[config.mk]
export PLATFORM = sky130hd
export DESIGN_NAME = pi_loop_filter
export DESIGN_NICKNAME = d
export VERILOG_FILES = /design/src/rtl/pi_lf_pkg.sv /design/src/rtl/pi_lf_sat.sv /design/src/rtl/pi_lf_scale.sv /design/src/rtl/pi_lf_integ.sv /design/src/rtl/pi_loop_filter.sv
export SDC_FILE = /design/constraint.sdc
export NUM_CORES = 1
export LEC_CHECK = 0
export ABC_AREA = 1
export BUFFER_PORTS_ARGS = -buffer_cell sky130_fd_sc_hd__buf_2
export CAP_MARGIN = 15
export CORE_MARGIN = 3
export CORE_UTILIZATION = 45
export DETAILED_ROUTE_END_ITERATION = 12
export GPL_TIMING_DRIVEN = 0
export PLACE_DENSITY_LB_ADDON = 0.2
export SYNTH_ARGS = -nofsm -noshare
export SYNTH_HDL_FRONTEND = slang
export SYNTH_HIERARCHICAL = 1
export SYNTH_SLANG_ARGS = --single-unit
[constraint.sdc]
create_clock -name clk -period 25.7 [get_ports clk]
set_input_delay 1.285 -clock clk [delete_from_list [all_inputs] [get_ports clk]]
set_output_delay 1.285 -clock clk [all_outputs]
set_load 0.005 [all_outputs]
[src/rtl/pi_lf_pkg.sv]
package pi_lf_pkg;
  typedef enum logic {
    FORM_LAGGED = 1'b0,
    FORM_DIRECT = 1'b1
  } lf_form_e;
endpackage

[src/rtl/pi_lf_sat.sv]
// Clamp a signed value to a narrower signed width.
module pi_lf_sat #(
  parameter int IW = 25,
  parameter int OW = 16
) (
  input  logic signed [IW-1:0] din,
  output logic signed [OW-1:0] dout
);
  localparam int HW = IW - OW + 1;
  localparam logic signed [OW-1:0] MAXV = {1'b0, {(OW-1){1'b1}}};
  localparam logic signed [OW-1:0] MINV = {1'b1, {(OW-1){1'b0}}};

  logic [HW-1:0] hi;
  logic          fits;

  assign hi   = din[IW-1:OW-1];
  assign fits = (hi == '0) || (hi == '1);

  always_comb begin
    if (fits)             dout = din[OW-1:0];
    else if (din[IW-1])   dout = MINV;
    else                  dout = MAXV;
  end
endmodule

[src/rtl/pi_lf_scale.sv]
// Signed gain multiply with floor division by 2^FRAC.
module pi_lf_scale #(
  parameter int XW   = 12,
  parameter int GW   = 16,
  parameter int FRAC = 8
) (
  input  logic signed [XW-1:0]         x,
  input  logic signed [GW-1:0]         g,
  output logic signed [XW+GW-FRAC-1:0] y
);
  localparam int PW = XW + GW;
  logic signed [PW-1:0] prod;

  assign prod = PW'(x) * PW'(g);
  assign y    = prod[PW-1:FRAC];
endmodule

[src/rtl/pi_lf_integ.sv]
// Saturating integral accumulator.
module pi_lf_integ #(
  parameter int IW = 20,
  parameter int AW = 24
) (
  input  logic                 clk,
  input  logic                 rst,
  input  logic                 en,
  input  logic signed [IW-1:0] inc,
  output logic signed [AW-1:0] acc,
  output logic signed [AW-1:0] acc_next
);
  localparam logic signed [AW-1:0] AMAX = {1'b0, {(AW-1){1'b1}}};
  localparam logic signed [AW-1:0] AMIN = {1'b1, {(AW-1){1'b0}}};

  logic signed [AW:0] sum;

  assign sum = (AW+1)'(inc) + (AW+1)'(acc);

  pi_lf_sat #(.IW(AW+1), .OW(AW)) u_acc_sat (
    .din  (sum),
    .dout (acc_next)
  );

  always_ff @(posedge clk) begin
    if (rst)     acc <= '0;
    else if (en) acc <= acc_next;
  end

  // no accepted sample, no accumulator change
  p_acc_hold_r5: assert property (@(posedge clk) disable iff (rst)
    !en |=> $stable(acc));
  // clamp holds at the top against non-negative increments
  p_acc_top_r8: assert property (@(posedge clk) disable iff (rst)
    (en && acc == AMAX && !inc[IW-1]) |=> acc == AMAX);
  // clamp holds at the bottom against negative increments
  p_acc_bot_r8: assert property (@(posedge clk) disable iff (rst)
    (en && acc == AMIN && inc[IW-1]) |=> acc == AMIN);
endmodule

[src/rtl/pi_loop_filter.sv]
module pi_loop_filter
  import pi_lf_pkg::*;
#(
  parameter int XW   = 12,
  parameter int GW   = 16,
  parameter int FRAC = 8,
  parameter int AW   = 24,
  parameter int OW   = 16
) (
  input  logic                 clk,
  input  logic                 rst,
  input  logic                 form_sel,
  input  logic signed [GW-1:0] kp,
  input  logic signed [GW-1:0] ki,
  input  logic                 in_valid,
  output logic                 in_ready,
  input  logic signed [XW-1:0] in_err,
  output logic                 out_valid,
  input  logic                 out_ready,
  output logic signed [OW-1:0] out_ctrl
);
  localparam int SW = XW + GW - FRAC;
  localparam int TW = ((SW > AW) ? SW : AW) + 1;

  lf_form_e            form_q;
  logic                in_fire;
  logic signed [SW-1:0] p_term;
  logic signed [SW-1:0] i_inc;
  logic signed [AW-1:0] acc_q;
  logic signed [AW-1:0] acc_nx;
  logic signed [AW-1:0] integ;
  logic signed [TW-1:0] total;
  logic signed [OW-1:0] y_sat;

  assign in_ready = !out_valid || out_ready;
  assign in_fire  = in_valid && in_ready;

  always_ff @(posedge clk) begin
    if (rst) form_q <= lf_form_e'(form_sel);
  end

  pi_lf_scale #(.XW(XW), .GW(GW), .FRAC(FRAC)) u_prop (
    .x (in_err), .g (kp), .y (p_term)
  );

  pi_lf_scale #(.XW(XW), .GW(GW), .FRAC(FRAC)) u_intg (
    .x (in_err), .g (ki), .y (i_inc)
  );

  pi_lf_integ #(.IW(SW), .AW(AW)) u_acc (
    .clk      (clk),
    .rst      (rst),
    .en       (in_fire),
    .inc      (i_inc),
    .acc      (acc_q),
    .acc_next (acc_nx)
  );

  generate
    if (AW >= SW) begin : g_width_ok
      always_comb integ = (form_q == FORM_DIRECT) ? acc_nx : acc_q;
    end else begin : g_width_bad
      initial $error("accumulator narrower than scaled product");
      always_comb integ = acc_q;
    end
  endgenerate

  assign total = TW'(p_term) + TW'(integ);

  pi_lf_sat #(.IW(TW), .OW(OW)) u_out_sat (
    .din  (total),
    .dout (y_sat)
  );

  always_ff @(posedge clk) begin
    if (rst) begin
      out_ctrl  <= '0;
      out_valid <= 1'b0;
    end else if (in_fire) begin
      out_ctrl  <= y_sat;
      out_valid <= 1'b1;
    end else if (out_ready) begin
      out_valid <= 1'b0;
    end
  end

  // an accepted sample is presented on the next cycle
  p_present_r6: assert property (@(posedge clk) disable iff (rst)
    in_fire |=> out_valid);
  // a waiting word is held until taken
  p_hold_r6: assert property (@(posedge clk) disable iff (rst)
    (out_valid && !out_ready) |=> (out_valid && $stable(out_ctrl)));
  // a stalled output blocks acceptance
  p_stall_r7: assert property (@(posedge clk) disable iff (rst)
    (out_valid && !out_ready) |-> !in_ready);
  // form captured in reset stays fixed
  p_form_fixed_r10: assert property (@(posedge clk) disable iff (rst)
    1'b1 |=> $stable(form_q));
endmodule

==> flow_summary.ini, run 1 <==
[status]
status = complete, no violations

[drt]
vias = 18200
met1_length_mm = 23.7
routedWlPerCell_um = 14.9
vias_per_cell = 4.91
ant_nets = 0
routed_wl_mm = 55.2
wl_met2_mm = 27.7
wl_met3_mm = 2.09
dr.pass1.iters = 5
dr.first_iter.drc_count = 1102
topRoutingLayerUsed = met4
drc_errors = 0

[synthesis]
syn_avg_cell_area_um2 = 6.76
synthCells = 3054
synth_edf_count = 1
synth_ff_type = dfxtp_1
ys_seq_area_frac = 0.0412
synth_top_area_share = 0.343
yosys.area.top_type = fa_1
yosysWarnings = 6
synthArstFlopShare = 0
synth-xor-area-share = 0.0267
synth_top_family_by_area = adder cells
yosysMostFrequentCell = nand2_1
synthTopCellsByArea = fa_1 34%, nand2_1 19%, inv_1 14%
synthSimpleGateAreaFrac = 0.270
synth_seq_cells = 42
synth_fa_ha_area_frac = 0.441
muxShareOfSynthArea = 0.0131
synth_top_cells_by_count = 1035 x nand2_1, 774 x inv_1, 354 x fa_1, 162 x ha_1, 125 x nor2_1
synth_compound_area_frac = 0.0442
synth_fp_nets = 3619
netlist_area_mm2 = 0.0206
yosysUniqueCellTypes = 41

[final_layout]
nets = 3681
antenna_cells = 0
synthToLayoutAreaGrowth_pct = 5.61
drive_gt1_frac = 0.0600
fin_cells = 3709
fill_cells = 4568

[die]
dieArea_mm2 = 0.0485
coreArea_mm2 = 0.0448
ioPinCount = 67
rows = 77
initial_core_util = 0.461
dieHeight_um = 220
die_x_um = 220

[timing]
worst_clock_skew_ns = 0.00692
final.period_utilization = 0.455
tightest_slew_ns = 0.694
final_hold_viol_count = 0
fmax_ghz = 0.0855
relSlewSlack = 0.537
setup_viol = 0
timing.hold.ws_ns = 0.470
grt_setup_unrepaired = false
tns_ns = 0
drv_slew = 0
fin_crit_ns = 11.70
setup_ws_ns = 14.00

[clocking]
htree_levels = 2
cts_tree = done
cts_buffer_depth = 2
cts.sinks = 42
clock-root-buffer = clkbuf_16
post_cts_buffers = 0
cts_resized = 0
cts_inserted_buffers = 5
clk_pin_slew_worst_paths_ns = 0.06
insertion_delay_ns = 0.29
cts-hold-fix-buffers = 0

[job]
drv_cap = 0

[worst_setup_path]
critPathMaxStageDelay_ns = 0.61
critPathKind = in2reg
end_kind = register
crit_top_cell = nand2_1
rr_worst_depth = 35
worstPathRequired_ns = 25.92
start_kind = primary input
timing.rr.start = u_acc/acc[0]
slowest_stage = fa_1
critPathArrivalTime_ns = 11.92
critPathMaxFanout = 10
r2r_setup_slack_ns = 20.12
critPathLaunch = in_err[5]

[hold_path]
hp-class = reg2reg
hold_path.startpoint = out_ctrl[3]
min_delay_path_depth = 2

[global_routing]
grt_usage = 0.236
grt_max_degree = 14
grt-ovfl-total = 0
grt_pass1_wl_mm = 91.9
antenna_found_initial = 0
grt_pass1_vias = 18700

[placed_design]
place_ws_ns = 13.76
post-dp-hpwl_mm = 48.6
routabilityCongestion = 0.904
dp.cells = 3701
io_buffer_count = 55
registers in the layout, summed over array words and instances (netlist names):
| register | flops |
|---|---|
| out_valid | 1 |
| form_q | 1 |
| u_acc/acc | 24 |
| out_ctrl | 16 |
cells by family (layout without fill, tap and decap cells):
kind of cell / count (synthesis) / in the layout
AOI/OAI and AO/OA: 173 / 173
xor gates and xnor gates: 63 / 63
adders and majority gates: 516 / 516
buffers and inverters: 877 / 940
DFF: 42 / 42
muxes: 24 / 24
and+or+nand+nor: 1359 / 1359
per-stage QoR:
| stage | util | cell area (µm²) |
|---|---|---|
| after CTS | 0.487 | 21800 |
| after detailed placement | 0.484 | 21700 |
| after global placement | 0.484 | 21700 |
| after floorplan | - | 20600 |
| final | 0.487 | 21800 |
| after global routing | 0.487 | 21800 |
cell type report:
type	instances	area [µm²]	share of cell area
Multi-Input combinational cell	2135	16400	0.753
Clock inverter	2	13.8	0.000631
Inverter	779	2920	0.134
Sequential cell	42	851	0.0390
Timing Repair Buffer	55	275	0.0126
Clock buffer	6	129	0.00591
Tap cell	592	741	0.0340
Buffer	98	447	0.0205
routing by layer:
layer / track usage / vias to the layer above
met5: 0 / -
met4: 0.0653 / 0
met3: 0.0113 / 96
li1: - / 8979
met2: 0.433 / 420
met1: 0.302 / 8706
critical path, delay by kind of cell:
kind | cells | cell delay (ns)
AOI/OAI and AO/OA | 2 | 0.18
adders and majority gates | 10 | 4.74
buffers and inverters | 11 | 1.82
muxes | 1 | 0.28
and+or+nand+nor | 32 | 3.56
placed cells by master (no fill, tap or decap), types with 5 or more instances in the layout:
cell type | netlist | layout
o21ai_0 | 25 | 25
a21oi_1 | 114 | 114
dfxtp_1 | 41 | 41
xnor2_1 | 16 | 16
or2_2 | 7 | 7
and2_1 | 6 | 6
nand2_2 | 32 | 32
o21ai_1 | 19 | 19
mux2_2 | 24 | 24
fa_1 | 354 | 354
xor2_1 | 47 | 47
nand3_2 | 5 | 5
nand4_1 | 23 | 23
inv_1 | 774 | 774
nand3b_1 | 5 | 5
ha_1 | 162 | 162
clkbuf_1 | 78 | 79
nor2_2 | 16 | 16
nand3_1 | 77 | 77
nor3_1 | 10 | 10
nand2_1 | 1035 | 1035
nor2_4 | 8 | 8
buf_2 | 9 | 64
o21ai_2 | 5 | 5
clkbuf_16 | 0 | 5
nor2_1 | 125 | 125
final timing paths:
| check | to |
|---|---|
| worst max register to register | out_ctrl[6] |
| worst min register to register | out_ctrl[3] |
| worst max-delay path | out_ctrl[6] |
| worst min-delay path | out_ctrl[3] |
Power of run 1 is not shown: default switching activity piles up to over one toggle a cycle in this logic, so the estimate is an artifact.
==> run 2, diff against run 1 <==
==> constraint.sdc (replaced) <==
create_clock -name clk -period 11 [get_ports clk]
set_input_delay 0.55 -clock clk [delete_from_list [all_inputs] [get_ports clk]]
set_output_delay 0.55 -clock clk [all_outputs]
set_load 0.005 [all_outputs]
==> flow_summary.ini, run 2 (synthesized netlist as in run 1, its figures left out) <==
[placed_design]
io_buffer_count = 55
placed_area_mm2 = 0.0217
routabilityCongestion = 0.904
post-dp-hpwl_mm = 48.6

[final_layout]
drive_gt1_frac = 0.0661
synthToLayoutAreaGrowth_pct = 5.86
antenna_cells = 0
reg.largest.list = u_acc/acc x24, out_ctrl x16
most-common-layout-cells = 1033 x nand2_1, 774 x inv_1, 353 x fa_1
layout_commonest_cell = nand2_1
final_area_mm2 = 0.0219
top_register = u_acc/acc
largest_reg_flops = 24
nets = 3680

[drt]
vias = 18100
routed_wl_mm = 55.1
drc_errors = 0
dr.pass1.iters = 9
routedWlPerCell_um = 14.9
ant_nets = 0
dr.first_iter.drc_count = 1139
vias_per_cell = 4.89

[worst_setup_path]
start_kind = primary input
end_kind = register
worstPathRequired_ns = 11.22
r2r-end = out_ctrl[6]
timing.rr.start = u_acc/acc[0]
critPathMaxFanout = 10
critPathArrivalTime_ns = 10.49
critPathMaxStageDelay_ns = 0.56
critPathKind = in2reg
slowest_stage = fa_1
critPathLaunch = in_err[6]
rr_worst_depth = 35
r2r_setup_slack_ns = 5.50
crit_end = out_ctrl[6]
crit_top_cell = nand2_1

[hold_path]
hold_path.startpoint = form_sel
hp-class = in2reg

[timing]
relSlewSlack = 0.528
grt_setup_unrepaired = false
worst_clock_skew_ns = 0.00734
fin_crit_ns = 10.26
final.period_utilization = 0.933
fmax_ghz = 0.0974
final_hold_viol_count = 0
drv_slew = 0
setup_viol = 0
tightest_slew_ns = 0.708

[die]
coreArea_mm2 = 0.0448
dieArea_mm2 = 0.0485
ioPinCount = 67
die_x_um = 220
dieHeight_um = 220
rows = 77
initial_core_util = 0.461

[clocking]
clk_pin_slew_worst_paths_ns = 0.06
cts_inserted_buffers = 5
insertion_delay_ns = 0.29
cts_buffer_depth = 2
htree_levels = 2
cts.sinks = 42
cts_tree = done
post_cts_buffers = 0
clock-root-buffer = clkbuf_16

[global_routing]
antenna_found_initial = 0
grt_usage = 0.236
grt_pass1_vias = 18700
grt_pass1_wl_mm = 91.9
grt_max_degree = 14
grt-ovfl-total = 0

[status]
status = complete, no violations

[job]
drv_cap = 0
==> run 2: changes by cell type in the layout (fill, tap and decap cells not counted), moves of 2 or more <==
| cell | previous run | this run |
|---|---|---|
| clkbuf_1 | 79 | 67 |
| clkbuf_2 | 0 | 11 |
| ha_1 | 162 | 158 |
| ha_2 | 0 | 2 |
| ha_4 | 0 | 2 |
| nand2_1 | 1035 | 1033 |
| nand2_2 | 32 | 34 |
==> run 2: final cells by class <==
class,instances,area (µm²)
Fill cell,4574,22900
Multi-Input combinational cell,2135,16500
Inverter,779,2920
Sequential cell,42,851
Tap cell,592,741
Buffer,97,460
Timing Repair Buffer,55,275
Clock buffer,6,129
Clock inverter,2,13.8
==> run 2: what timing repair did <==
item	4_1_cts	5_1_grt
setup endpoints to repair	0	15
gates resized for setup	0	34
hold buffers	0	0
==> run 2: layer usage <==
metal	up-vias	global-route usage	part of all wire
met5	-	0	0
li1	8972	-	-
met1	8644	0.302	0.43
met4	0	0.0653	0.031
met2	419	0.433	0.50
met3	109	0.0113	0.042
==> run 2: critical path: cells and delay by family <==
family                     cells  cell delay (ns)
muxes                          1             0.28
and+or+nand+nor               32             3.33
adders and majority gates     10             4.47
buffers and inverters         11             1.65
AOI/OAI and AO/OA              2             0.18
==> run 2: metrics by stage <==
step / setup TNS (ns) / setup WS (ns) / utilization / hold WS [ns] / instances
floorplan: 0 / 1.66 / - / 0.448 / 3054
global placement: -1.01 / -0.105 / 0.484 / 0.457 / 3701
detailed placement: -2.20 / -0.205 / 0.484 / 0.461 / 3701
CTS: 0 / 0.0684 / 0.487 / 0.434 / 3709
global route: 0 / 0.00969 / 0.488 / 0.439 / 3708
finish: 0 / 0.735 / 0.488 / 0.437 / 3708
==> run 2: how the worst min path moves through the flow <==
stage	end	slack (ns)	depth (start not counted)
after floorplan	u_acc/acc[16]	0.45	2
after global placement	out_ctrl[4]	0.46	2
after detailed placement	out_ctrl[3]	0.46	2
after CTS	form_q	0.43	1
after global routing	form_q	0.44	1
final	form_q	0.44	1
Power of run 2 is left out for the same reason.
==> run 3, diff against run 2 <==
--- a/config.mk
+++ b/config.mk
@@ -13,6 +13,7 @@
 export DETAILED_ROUTE_END_ITERATION = 12
 export GPL_TIMING_DRIVEN = 0
 export PLACE_DENSITY_LB_ADDON = 0.2
+export REMOVE_ABC_BUFFERS = 1
 export SYNTH_ARGS = -nofsm -noshare
 export SYNTH_HDL_FRONTEND = slang
 export SYNTH_HIERARCHICAL = 1
==> flow_summary.ini, run 3 (synthesized netlist as in run 1, its figures left out) <==
[worst_setup_path]
critPathMaxFanout = 32
r2r-end = out_ctrl[13]
critPathLaunch = in_err[1]
start_kind = primary input
timing.rr.start = u_acc/acc[0]
end_kind = register
critPathArrivalTime_ns = 10.31
rr_worst_depth = 32
crit_top_cell = nand2_1
critPathKind = in2reg
slowest_stage = fa_1
worstPathRequired_ns = 11.21
critPathMaxStageDelay_ns = 0.56
r2r_setup_slack_ns = 5.49

[die]
coreArea_mm2 = 0.0448
initial_core_util = 0.461
dieHeight_um = 220
die_x_um = 220
dieArea_mm2 = 0.0485
rows = 77
ioPinCount = 67

[drt]
vias_per_cell = 4.92
dr.first_iter.drc_count = 955
routed_wl_mm = 52.8
vias = 17900
ant_nets = 0
drc_errors = 0
dr.pass1.iters = 6
routedWlPerCell_um = 14.6

[clocking]
cts_tree = done
clock-root-buffer = clkbuf_16
insertion_delay_ns = 0.28
clk_pin_slew_worst_paths_ns = 0.06
cts_buffer_depth = 2
htree_levels = 2
cts.sinks = 42
cts_inserted_buffers = 5

[placed_design]
placed_area_mm2 = 0.0213
routabilityCongestion = 0.898
post-dp-hpwl_mm = 44.4
io_buffer_count = 66

[timing]
setup_viol = 0
tightest_slew_ns = 0.995
drv_slew = 0
final.period_utilization = 0.918
worst_clock_skew_ns = 0.00663
fmax_ghz = 0.0990
final_hold_viol_count = 0
fin_crit_ns = 10.10
relSlewSlack = 0.337
grt_setup_unrepaired = false

[final_layout]
final_area_mm2 = 0.0217
drive_gt1_frac = 0.0658
antenna_cells = 0
layout_commonest_cell = nand2_1
top_register = u_acc/acc
nets = 3602
largest_reg_flops = 24
reg.largest.list = u_acc/acc x24, out_ctrl x16
most-common-layout-cells = 1033 x nand2_1, 773 x inv_1, 352 x fa_1
synthToLayoutAreaGrowth_pct = 5.04

[global_routing]
grt_max_degree = 43
antenna_found_initial = 0
grt-ovfl-total = 0
grt_pass1_wl_mm = 89.5
grt_usage = 0.225
grt_pass1_vias = 18800

[hold_path]
min_delay_path_depth = 1
hold_path.startpoint = form_sel
min_to = form_q
hp-class = in2reg

[status]
status = complete, no violations

[job]
drv_cap = 0
-- run 3: cell count changes in the layout (fill, tap and decap cells not counted), sizes merged --
cell | previous run | this run
clkinvlp | 0 | 1
inv | 778 | 777
clkbuf | 83 | 11
buf | 75 | 69
-- run 3: what timing repair did --
item | CTS | global route
gates resized for setup | 4 | 33
setup endpoints to repair | 15 | 16
setup buffers | 0 | 6
hold buffers | 0 | 0
pin swaps | 0 | 1
-- run 3: layout make-up --
type | instances | area [µm²]
tap | 592 | 741
clock inverter | 2 | 13.8
timing repair buffer | 74 | 483
multi-input combinational | 2135 | 16500
clock buffer | 6 | 129
inverter | 779 | 2930
fill | 4531 | 23100
sequential | 42 | 851
-- run 3: worst max-delay path by stage --
stage / to / cells past startpoint
5_1_grt: out_ctrl[13] / 51
6_report: out_ctrl[13] / 49
2_1_floorplan: out_ctrl[0] / 51
4_1_cts: out_ctrl[13] / 53
3_5_place_dp: out_ctrl[4] / 51
3_3_place_gp: out_ctrl[1] / 50
-- run 3: stage by stage --
stage / TNS (ns) / std cells / util / setup slack [ns] / hold WS [ns]
final: 0 / 3630 / 0.484 / 0.902 / 0.448
after global routing: 0 / 3630 / 0.484 / 0.0401 / 0.441
after floorplan: 0 / 2956 / - / 1.24 / 0.449
after CTS: 0 / 3623 / 0.479 / 0.00889 / 0.438
after global placement: -19.70 / 3614 / 0.475 / -1.30 / 0.455
after detailed placement: -14.37 / 3615 / 0.475 / -0.971 / 0.456
-- run 3: layer usage --
metal,part of all wire,routed length [µm],GRT usage
met1,0.43,22800,0.285
met2,0.51,26800,0.419
met3,0.037,1970,0.0140
met4,0.023,1230,0.0577
met5,0,0,0
-- run 3: worst max-delay path: cells and delay by family --
family	cells	cell delay [ns]
and+or+nand+nor	29	3.37
buffers and inverters	5	0.99
adders and majority gates	10	4.37
AOI/OAI and AO/OA	4	0.66
muxes	1	0.27
Power of run 3 is left out for the same reason.
